$ cat config.mk
export PLATFORM = sky130hd
export DESIGN_NAME = audio_ser_tx
export DESIGN_NICKNAME = d
export VERILOG_FILES = /design/src/rtl/audio_ser_tx.sv
export SDC_FILE = /design/constraint.sdc
export NUM_CORES = 1
export LEC_CHECK = 0
export ABC_AREA = 0
export CAP_MARGIN = 20
export CELL_PAD_IN_SITES_DETAIL_PLACEMENT = 0
export CELL_PAD_IN_SITES_GLOBAL_PLACEMENT = 1
export CORE_MARGIN = 3
export CORE_UTILIZATION = 41
export DETAILED_ROUTE_END_ITERATION = 7
export PLACE_DENSITY = 0.83
export SLEW_MARGIN = 25
export SYNTH_ARGS = -nofsm -noshare
export SYNTH_HDL_FRONTEND = slang
export SYNTH_SLANG_ARGS = --single-unit
$ cat constraint.sdc
create_clock -name clk -period 5.1 [get_ports clk]
set_clock_uncertainty 0.2 [all_clocks]
set_input_delay 1.02 -clock clk [delete_from_list [all_inputs] [get_ports clk]]
set_output_delay 1.02 -clock clk [all_outputs]
set_load 0.02 [all_outputs]
$ cat src/rtl/audio_ser_tx.sv
module audio_ser_tx #(
  parameter int DIV_HALF = 2
) (
  input  logic        clk,
  input  logic        rst_n,
  input  logic        en,
  input  logic [1:0]  fmt,
  input  logic        smp_valid,
  input  logic [23:0] smp_left,
  input  logic [23:0] smp_right,
  output logic        smp_taken,
  output logic        bck,
  output logic        ws,
  output logic        sdata
);
  localparam int HC_W = (DIV_HALF > 1) ? $clog2(DIV_HALF) : 1;
  localparam int WORD = 24;
  localparam int POS_W = 5;
  localparam int FRM_W = POS_W + 1;
  localparam logic [HC_W-1:0] HC_LAST = HC_W'(DIV_HALF - 1);

  logic [HC_W-1:0]  hcnt;
  logic [FRM_W-1:0] bidx, nidx;
  logic [POS_W-1:0] pos;
  logic [1:0]       fmt_q;
  logic [WORD-1:0]  shd_l, shd_r, cur;
  logic [5:0]       st, wd, k;
  logic             tick, fall, in_rng, bit_nx;

  assign tick = en && (hcnt == HC_LAST);
  assign fall = tick && bck;
  assign nidx = bidx + 1'b1;
  assign pos  = nidx[POS_W-1:0];
  assign cur  = nidx[POS_W] ? shd_r : shd_l;

  always_comb begin
    case (fmt_q)
      2'b00:   begin st = 6'd1;  wd = 6'd24; end
      2'b01:   begin st = 6'd16; wd = 6'd16; end
      2'b10:   begin st = 6'd12; wd = 6'd20; end
      default: begin st = 6'd8;  wd = 6'd24; end
    endcase
  end

  assign k      = {1'b0, pos} - st;
  assign in_rng = ({1'b0, pos} >= st) && (k < wd);
  assign bit_nx = in_rng & cur[5'd23 - k[4:0]];

  always_ff @(posedge clk) begin
    if (!rst_n) begin
      hcnt      <= '0;
      bck       <= 1'b0;
      ws        <= 1'b0;
      sdata     <= 1'b0;
      bidx      <= '1;
      fmt_q     <= 2'b00;
      shd_l     <= '0;
      shd_r     <= '0;
      smp_taken <= 1'b0;
    end else begin
      smp_taken <= 1'b0;
      if (en) hcnt <= tick ? '0 : hcnt + 1'b1;
      if (tick) bck <= ~bck;
      if (fall) begin
        bidx  <= nidx;
        ws    <= nidx[POS_W];
        sdata <= bit_nx;
        if (nidx == '0) begin
          fmt_q <= fmt;
          if (smp_valid) begin
            shd_l     <= smp_left;
            shd_r     <= smp_right;
            smp_taken <= 1'b1;
          end
        end
      end
    end
  end
endmodule

# Word-level counts from Yosys, hierarchy flattened
# Index checks and enable logic that the tools add are counted.
dict set report classes {
  bitwise 2
  muxes 7
  n_addsub 4
  reduce_logical 8
  n_eq_ne 2
  magnitude_cmp 3
}
# operator count
set ops {}
lappend ops {{two-way mux 24 bit} 1}
lappend ops {{one-hot mux 5 bit (3 select lines)} 1}
lappend ops {{one-hot mux 4 bit (2 select lines)} 1}
lappend ops {{adder 6 x 1 -> 6 bit, second input constant} 1}
lappend ops {{greater-or-equal comparator 5 x 6 -> 1 bit} 1}
lappend ops {{zero test 6 bit} 1}
lappend ops {{< comparator 5 x 6 -> 1 bit, second input constant} 1}
lappend ops {{< comparator 6 bit} 1}
lappend ops {{AND reduction 3 bit} 2}
lappend ops {{subtractor 5 x 6 -> 6 bit} 1}
lappend ops {{binary-select mux 1 bit (select 5 bit)} 1}
lappend ops {{subtractor 5 bit, first input constant} 1}
lappend ops {{logical AND 1 bit} 3}
lappend ops {{two-way mux 1 bit} 3}
lappend ops {{== test 2 x 1 -> 1 bit, second input constant} 1}
lappend ops {{== test 2 bit, second input constant} 1}
lappend ops {{zero test 2 bit} 1}
lappend ops {{AND reduction 2 bit} 1}
lappend ops {{adder 1 bit, second input constant} 1}
lappend ops {{AND 1 bit} 1}
lappend ops {{NOT 1 bit} 1}
dict set report totals {
  output_inout_bits 4
  reg_bits 61
  in_bits 54
  wordCells 35
}

# Depth between registers and ports, before layout
# Gate-level depths: netlist of the first run.
dict set report depth {
  word_depth 7
  ltp_mapped 12
  ltp_nobuf 11
}

# Worst setup path after synthesis of the first run
# OpenSTA, ideal clock, no wires.
dict set report synth_path {
  kind {flip-flop to flip-flop}
  from {register bidx[0]}
  to {register sdata}
  slack_ns 2.220
  t_required_ns 4.804
  setup_time_ns 0.096
  arrival_ns 2.584
  path_buffers 0
  synth_period_minus_slack_ns 2.880
  stages_incl_launch_ff 11
  path_cell_list {dfxtp_1 ha_1 xor2_1 ha_1 xor2_1 nand2_1 a2111oi_0 a311oi_1 or4b_1 o311a_1 o41ai_2}
}
dict set report synth_via {
  elab_chain_cells 6
  word_cells_on_any_way 10
  classes_between {add/sub (3); order compare (2); mux (3); bitwise (1); reduce/logical (1)}
}
# item line
set synth_lines {}
lappend synth_lines {{start: declaration} 23} ;# logic [FRM_W-1:0] bidx, nidx;
lappend synth_lines {{start signal: assignment} 65} ;# bidx <= nidx;
lappend synth_lines {{adder 6 x 1 -> 6 bit (*)} 32} ;# assign nidx = bidx + 1'b1;
lappend synth_lines {{named net nidx[2]} 23}
lappend synth_lines {{subtractor 5 x 6 -> 6 bit} 45} ;# assign k = {1'b0, pos} - st;
lappend synth_lines {{subtractor 5 bit} 47} ;# assign bit_nx = in_rng & cur[5'd23 - k[4:0]];
lappend synth_lines {{binary-select mux 1 bit (select 5 bit)} 47}
lappend synth_lines {{two-way mux 1 bit (implied by the code)} 47}
lappend synth_lines {{AND 1 bit (*)} 47}
lappend synth_lines {{end signal: assignment} 67} ;# sdata <= bit_nx;
lappend synth_lines {{end: declaration} 14} ;# output logic sdata
# Mark *: on every way through the listed nets, which the timed path passes. The rest lies on a longest branch. The select of a mux whose other input is x is not followed.
# A chain may end at the register's enable or synchronous reset.

# Final worst setup path of the first run
dict set report layout_path {
  from {register bidx[5]}
  to {register shd_r[23]}
}
dict set report layout_via {
  elab_chain_cells 3
}
# item line
set layout_lines {}
lappend layout_lines {{adder 6 x 1 -> 6 bit} 32}
lappend layout_lines {{zero test 6 bit} 68} ;# if (nidx == '0) begin
lappend layout_lines {{AND reduction 3 bit (no line)} n/a}
lappend layout_lines {{end signal: assignment} 72} ;# shd_r <= smp_right;
lappend layout_lines {{end: declaration} 26} ;# logic [WORD-1:0] shd_l, shd_r, cur;
# Every way passes these cells.

==> flow_metrics.env, run 1 <==
export IMPL_antenna_found_initial=0
export IMPL_slowest_stage="dfxtp_1"
export IMPL_clk_latency_ps=340
export IMPL_power_density_nw_per_um2=249
export IMPL_postCtsHoldBufs=0
export IMPL_cts_tree="done"
export IMPL_critPathCaptureType="flop"
export IMPL_path_cells="nand2b_1 -> or2_1 -> nand2_8 -> nor4_4 -> and2_1 -> buf_12 -> nand2_1 -> a21oi_1"
export IMPL_grtUsageTotal_pct=19.5
export IMPL_row_count=31
export IMPL_ir_worst_vdd_uv=130
export IMPL_setup_tns_ps=0
export IMPL_diodes=0
export IMPL_timing_final_max_slew_violations=0
export IMPL_synth_edf_count=0
export IMPL_crit_type="reg -> reg"
export IMPL_first_iter_violations=113
export IMPL_cts_buffers=9
export IMPL_n_fill_cell=709
export IMPL_clock_path_buffers=2
export IMPL_synth_main_ff_cell="dfxtp_1"
export IMPL_cp_max_fo=29
export IMPL_yosysTopAreaCell="dfxtp_1"
export IMPL_reg2regPathDepth=8
export IMPL_p_int_mw=0.739
export IMPL_grt_pass1_wl_mm=13.7
export IMPL_grt_pass1_vias=2799
export IMPL_final_util_pct=53.9
export IMPL_yosys_warnings=0
export IMPL_antenna_left=0
export IMPL_cpLargestDelayFamily="simple AND/OR/NAND/NOR gates"
export IMPL_wire_per_inst_um=14.9
export IMPL_synth_cells=423
export IMPL_status="finished, final reports clean"
export IMPL_maxCapViolCount=0
export IMPL_fp_dieW_um=95.4
export IMPL_crit_end="shd_r[23]$_SDFFE_PN0P_"
export IMPL_drc=0
export IMPL_sw_frac_of_total_pct=26.3
export IMPL_htree_levels=3
export IMPL_rrSetupSlack_ps=1650
export IMPL_cp_buffers_inverters=1
export IMPL_cts_setup_buffers=0
export IMPL_start_kind="flop"
export IMPL_grt_max_degree=56
export IMPL_synth_most_common_cell="nand2_1"
export IMPL_area_growth_pct=23.1
export IMPL_clkSinkCount=61
export IMPL_nets=532
export IMPL_tightest_slew_ps=923
export IMPL_p_comb_share_pct=16.1
export IMPL_rsz0062_at_grt="no"
export IMPL_rr_startpoint="bidx[5]$_SDFFE_PN1P_"
export IMPL_max_stage_delay_ps=850
export IMPL_grt_overflow=0
export IMPL_pwr_share_clk_pct=35.3
export IMPL_leakage_nw=1.39
export IMPL_die_h_um=95.4
export IMPL_routed_via_density=5.42
export IMPL_async_reset_ff_share_pct=0
export IMPL_ys_seq_elements=61
export IMPL_ys_seq_area_share_pct=37.3
export IMPL_multi_input_area_sq_um=1900
export IMPL_fmax_ghz=0.290
export IMPL_setup_viol=0
export IMPL_ios=58
export IMPL_hold_viol=0
export IMPL_syn_avg_cell_area_sq_um=7.74
export IMPL_period_needed_ps=3450
export IMPL_syn_cell_area_sq_um=3280
export IMPL_synth_top_area_share_pct=37.3
export IMPL_root_buffer="clkbuf_8"
export IMPL_finalPower_mw=1.00
export IMPL_slew_limit_headroom_pct=38.4
export IMPL_min_path_type="reg -> reg"
export IMPL_p_switching_mw=0.263
export IMPL_ys_types=60
export IMPL_initial_core_util_pct=43.8
export IMPL_crit_start="bidx[5]$_SDFFE_PN1P_"
export IMPL_min_period_over_period_pct=67.6
export IMPL_seq_power_share_pct=48.6
export IMPL_wl_mm=8.43
export IMPL_drive_above_1_share_pct=5.77
export IMPL_cp_required_ps=5150
export IMPL_drt_pass1_iterations=4
export IMPL_dieArea_sq_um=9100
export IMPL_seqCellArea_sq_um=1220
export IMPL_io_buffers=57
export IMPL_core_area_sq_um=7490
export IMPL_gp_congestion=0.839
export IMPL_worstSetupPathDepth=8
export IMPL_synth_top_cells_by_area="dfxtp_1 (37%), nand2_1 (14%), a21oi_1 (8.6%)"
export IMPL_yosys_top_cells_count="nand2_1 (118), dfxtp_1 (61), a21oi_1 (56)"
export IMPL_ctsResizeCount=0
export IMPL_timing_rr_end="shd_r[23]$_SDFFE_PN0P_"
export IMPL_dr_total_vias=3072
export IMPL_clk_pin_slew_worst_paths_ps=70
export IMPL_worstPathArrival_ps=3500
export IMPL_synth_fp_nets=489
export IMPL_dp_hpwl_mm=6.04
power groups by stage:
stage               clock [mW]  sequential (mW)  combinational (mW)
global placement             0            0.498               0.159
finish                   0.354            0.487               0.161
floorplan                    0            0.496              0.0938
detailed placement           0            0.498               0.160
global route             0.387            0.488               0.177
CTS                      0.365            0.487               0.162
cell type report:
class | count | area share, %
well taps | 99 | 3.07
multi-input cells | 326 | 47.2
clock inverters | 3 | 0.372
inverters | 9 | 0.838
clock buffers | 10 | 3.41
flip-flops and latches | 61 | 30.3
repair buffers | 59 | 14.8
cells by family after synthesis:
family | synth area share (%)
AO/OA/AOI/OAI | 21.1
XOR/XNOR | 3.21
adder cells (fa/ha/maj) | 4.58
buffers and inverters | 4.66
flip-flops | 37.3
multiplexers | 3.51
AND/OR/NAND/NOR | 25.6
metal layers:
metal	routed length [um]	part of all wire [%]	track usage, %
met1	4010	48	26.8
met2	3690	44	29.6
met3	629	7.5	5.76
met4	106	1.3	5.57
met5	0	0	0
layout by cell type, fill, tap and decap left out, drive strengths merged, types with 4 or more instances in the layout:
master         count
ha                12
nand2            119
xor2               5
mux2i              7
a31oi              4
dfxtp             61
o21ai              8
or3                4
nand3             10
nor2              19
mux2               4
clkdlybuf4s50     57
inv                9
a211oi             6
and3               8
nand2b             6
a21oi             56
xnor2              7
a2111oi            4
nor3               4
clkbuf            10
registers in the layout, indices dropped and copies added (netlist names):
signal,cells
shd_l,24
fmt_q,2
sdata,1
hcnt,1
smp_taken,1
shd_r,24
bidx,6
ws,1
bck,1
worst reg2reg max path: cells and delay by family, from the launching register on:
kind	cells	cell delay, ps
flops	1	850
simple gates	6	1920
buf+inv	1	260
compound gates	1	140
through the flow:
step	setup slack (ps)	hold WS, ps	cells	cell area (sq um)
after global placement	1400	240	554	3880
after CTS	1670	249	567	4030
final	1650	248	567	4030
after global routing	1350	274	567	4030
after floorplan	2220	227	423	3280
after detailed placement	1350	241	554	3880
worst min-delay path by stage:
stage                        endpoint  depth (start not counted)  slack, ps                    from
2_1_floorplan  shd_l[10]$_SDFFE_PN0P_                          2        230  shd_l[10]$_SDFFE_PN0P_
3_3_place_gp    shd_l[7]$_SDFFE_PN0P_                          2        240   shd_l[7]$_SDFFE_PN0P_
3_5_place_dp    shd_l[7]$_SDFFE_PN0P_                          2        240   shd_l[7]$_SDFFE_PN0P_
4_1_cts         shd_l[7]$_SDFFE_PN0P_                          2        250   shd_l[7]$_SDFFE_PN0P_
5_1_grt         shd_l[8]$_SDFFE_PN0P_                          2        270   shd_l[8]$_SDFFE_PN0P_
6_report        shd_r[3]$_SDFFE_PN0P_                          2        250   shd_r[3]$_SDFFE_PN0P_
No activity file was read; power rests on OpenSTA's default activity.
==> inputs of run 2 (changes only) <==
- CORE_UTILIZATION: 41 -> 38
- PLACE_DENSITY: 0.83 -> 0.78
- clock period: 5.1 -> 3.38 ns (I/O delays scaled with it)
==> run 2 against run 1 <==
  * Combinational power rose by 57%
  * Cell area rose by 3.6%
  * Total power rose by 66%
  * Hold slack improved by 4.0 ps
  * Via count fell by 1.8%
  * Clock-buffer cell count rose by 3
  * Largest power group unchanged
==> flow_metrics.env, run 2 (same netlist as run 1, synthesis figures left out) <==
export IMPL_io_buffers=57
export IMPL_grt_overflow=0
export IMPL_clk_latency_ps=340
export IMPL_p_switching_mw=0.415
export IMPL_critPathCaptureType="flop"
export IMPL_crit_top_cell="ha_1"
export IMPL_cpLargestDelayFamily="compound AO/OA/AOI/OAI gates"
export IMPL_dp_slack_ps=195
export IMPL_antenna_found_initial=0
export IMPL_power_density_nw_per_um2=400
export IMPL_reg_top3="shd_l x24, shd_r x24, bidx x6"
export IMPL_row_count=33
export IMPL_ir_worst_vdd_uv=172
export IMPL_hold_viol=0
export IMPL_timing_rr_end="sdata$_SDFFE_PN0P_"
export IMPL_grt_pass1_vias=2910
export IMPL_place_area_sq_um=3930
export IMPL_drc=0
export IMPL_seq_power_share_pct=44.0
export IMPL_routed_via_density=5.17
export IMPL_setup_viol=0
export IMPL_final_common_cell="nand2_1"
export IMPL_core_area_sq_um=8300
export IMPL_start_kind="flop"
export IMPL_cp_required_ps=3430
export IMPL_worstPathArrival_ps=3250
export IMPL_holdPathStages=2
export IMPL_cp_max_fo=7
export IMPL_maxCapViolCount=0
export IMPL_path_cells="ha_1 -> xor2_1 -> ha_1 -> xor2_2 -> nand2_1 -> a2111oi_0 -> a311oi_1 -> or4b_1 -> o311a_1 -> o41ai_2"
export IMPL_area_growth_pct=27.5
export IMPL_htree_levels=3
export IMPL_timing_final_max_slew_violations=0
export IMPL_finalInstanceArea_sq_um=4180
export IMPL_die_h_um=98.8
export IMPL_max_stage_delay_ps=500
export IMPL_cp_buffers_inverters=0
export IMPL_nets=540
export IMPL_postCtsHoldBufs=0
export IMPL_hold_end="shd_l[9]$_SDFFE_PN0P_"
export IMPL_reg2regPathDepth=10
export IMPL_rsz0062_at_grt="no"
export IMPL_drt_pass1_iterations=4
export IMPL_status="finished, final reports clean"
export IMPL_worst_slack_ps=176
export IMPL_cts_buffers=9
export IMPL_period_needed_ps=3200
export IMPL_grtUsageTotal_pct=18.9
export IMPL_p_comb_share_pct=15.2
export IMPL_setup_tns_ps=0
export IMPL_cts_tree="done"
export IMPL_rr_startpoint="bidx[0]$_SDFFE_PN1P_"
export IMPL_antenna_left=0
export IMPL_dp_hpwl_mm=6.45
export IMPL_diodes=0
export IMPL_clock_path_buffers=2
export IMPL_slowest_stage="dfxtp_1"
export IMPL_wl_mm=8.80
export IMPL_leakage_nw=1.47
export IMPL_initial_core_util_pct=39.5
export IMPL_grt_max_degree=30
export IMPL_first_iter_violations=195
export IMPL_crit_type="reg -> reg"
export IMPL_tightest_slew_ps=535
export IMPL_grt_pass1_wl_mm=14.7
export IMPL_drive_above_1_share_pct=8.56
export IMPL_dieArea_sq_um=9770
export IMPL_clk_pin_slew_worst_paths_ps=70
export IMPL_ios=58
export IMPL_min_period_over_period_pct=94.8
export IMPL_slew_limit_headroom_pct=64.3
export IMPL_sw_frac_of_total_pct=24.9
export IMPL_min_path_type="reg -> reg"
export IMPL_dr_total_vias=3018
export IMPL_fmax_ghz=0.312
export IMPL_fp_dieW_um=98.8
export IMPL_gp_congestion=0.915
export IMPL_pwr_share_clk_pct=40.9
export IMPL_clkSinkCount=61
export IMPL_min_from="shd_l[9]$_SDFFE_PN0P_"
export IMPL_wire_per_inst_um=15.1
export IMPL_layout_common_cells="nand2_1 (118), dfxtp_1 (61), clkdlybuf4s50_1 (57)"
export IMPL_root_buffer="clkbuf_8"
export IMPL_finalPower_mw=1.67
export IMPL_p_int_mw=1.25
export IMPL_rrSetupSlack_ps=180
## run 2: cell count changes in the layout (fill, tap and decap cells not counted)
cell,previous run,this run
buf_12,1,0
buf_4,1,10
bufinv_16,0,1
clkbuf_1,0,1
clkbuf_8,10,12
clkinv_2,3,1
clkinvlp_4,0,1
xnor2_1,7,4
xnor2_2,0,3
xor2_1,5,4
xor2_2,0,1
## run 2: how the worst max path moves through the flow
stage | start | endpoint | cells after the start
after global placement | bidx[0]$_SDFFE_PN1P_ | sdata$_SDFFE_PN0P_ | 10
after detailed placement | bidx[0]$_SDFFE_PN1P_ | sdata$_SDFFE_PN0P_ | 10
after floorplan | bidx[0]$_SDFFE_PN1P_ | sdata$_SDFFE_PN0P_ | 10
final | bidx[0]$_SDFFE_PN1P_ | sdata$_SDFFE_PN0P_ | 10
after global routing | bidx[0]$_SDFFE_PN1P_ | sdata$_SDFFE_PN0P_ | 10
after CTS | bidx[0]$_SDFFE_PN1P_ | sdata$_SDFFE_PN0P_ | 9
## run 2: final cells by class
class | count | area (sq um)
well taps | 105 | 131
repair buffers | 67 | 646
clock buffers | 13 | 169
clock inverters | 3 | 42.5
inverters | 9 | 33.8
flip-flops and latches | 61 | 1220
multi-input cells | 326 | 1930
fillers | 822 | 4120
## run 2: layer usage
metal	global-route usage (%)	vias to the layer above	routed length [um]
met1	27.1	1364	4370
met4	7.04	0	178
met3	3.75	13	411
li1	-	1571	-
met5	0	-	0
met2	27.8	70	3840
## run 2: stage by stage
stage,instances,hold WS [ps],util (%)
2_1_floorplan,423,227,-
3_3_place_gp,568,237,47.4
3_5_place_dp,568,242,47.4
4_1_cts,584,252,49.9
5_1_grt,584,267,50.3
6_report,584,252,50.3
## run 2: power by group through the flow
stage	Combinational (mW)	Sequential, mW	Clock, mW
CTS	0.248	0.734	0.701
global placement	0.245	0.750	0
global route	0.278	0.735	0.735
floorplan	0.142	0.749	0
detailed placement	0.246	0.750	0
finish	0.253	0.734	0.682
## run 2: worst min-delay path: cells and delay by family, from the launching register on
kind,cells,cell delay [ps]
flops,1,310
compound gates,1,50
simple gates,1,50
## run 2: repair_timing
| action | CTS | global route |
|---|---|---|
| hold endpoints to repair | 0 | 0 |
| resized for setup | 0 | 4 |
| setup endpoints to repair | 0 | 1 |
| buffers inserted | 0 | 0 |
==> inputs of run 3 (changes only) <==
- SLEW_MARGIN: 25 -> 10
==> results of run 3 <==
Same layout as run 2: the final DEF is identical, and so are final timing and power.
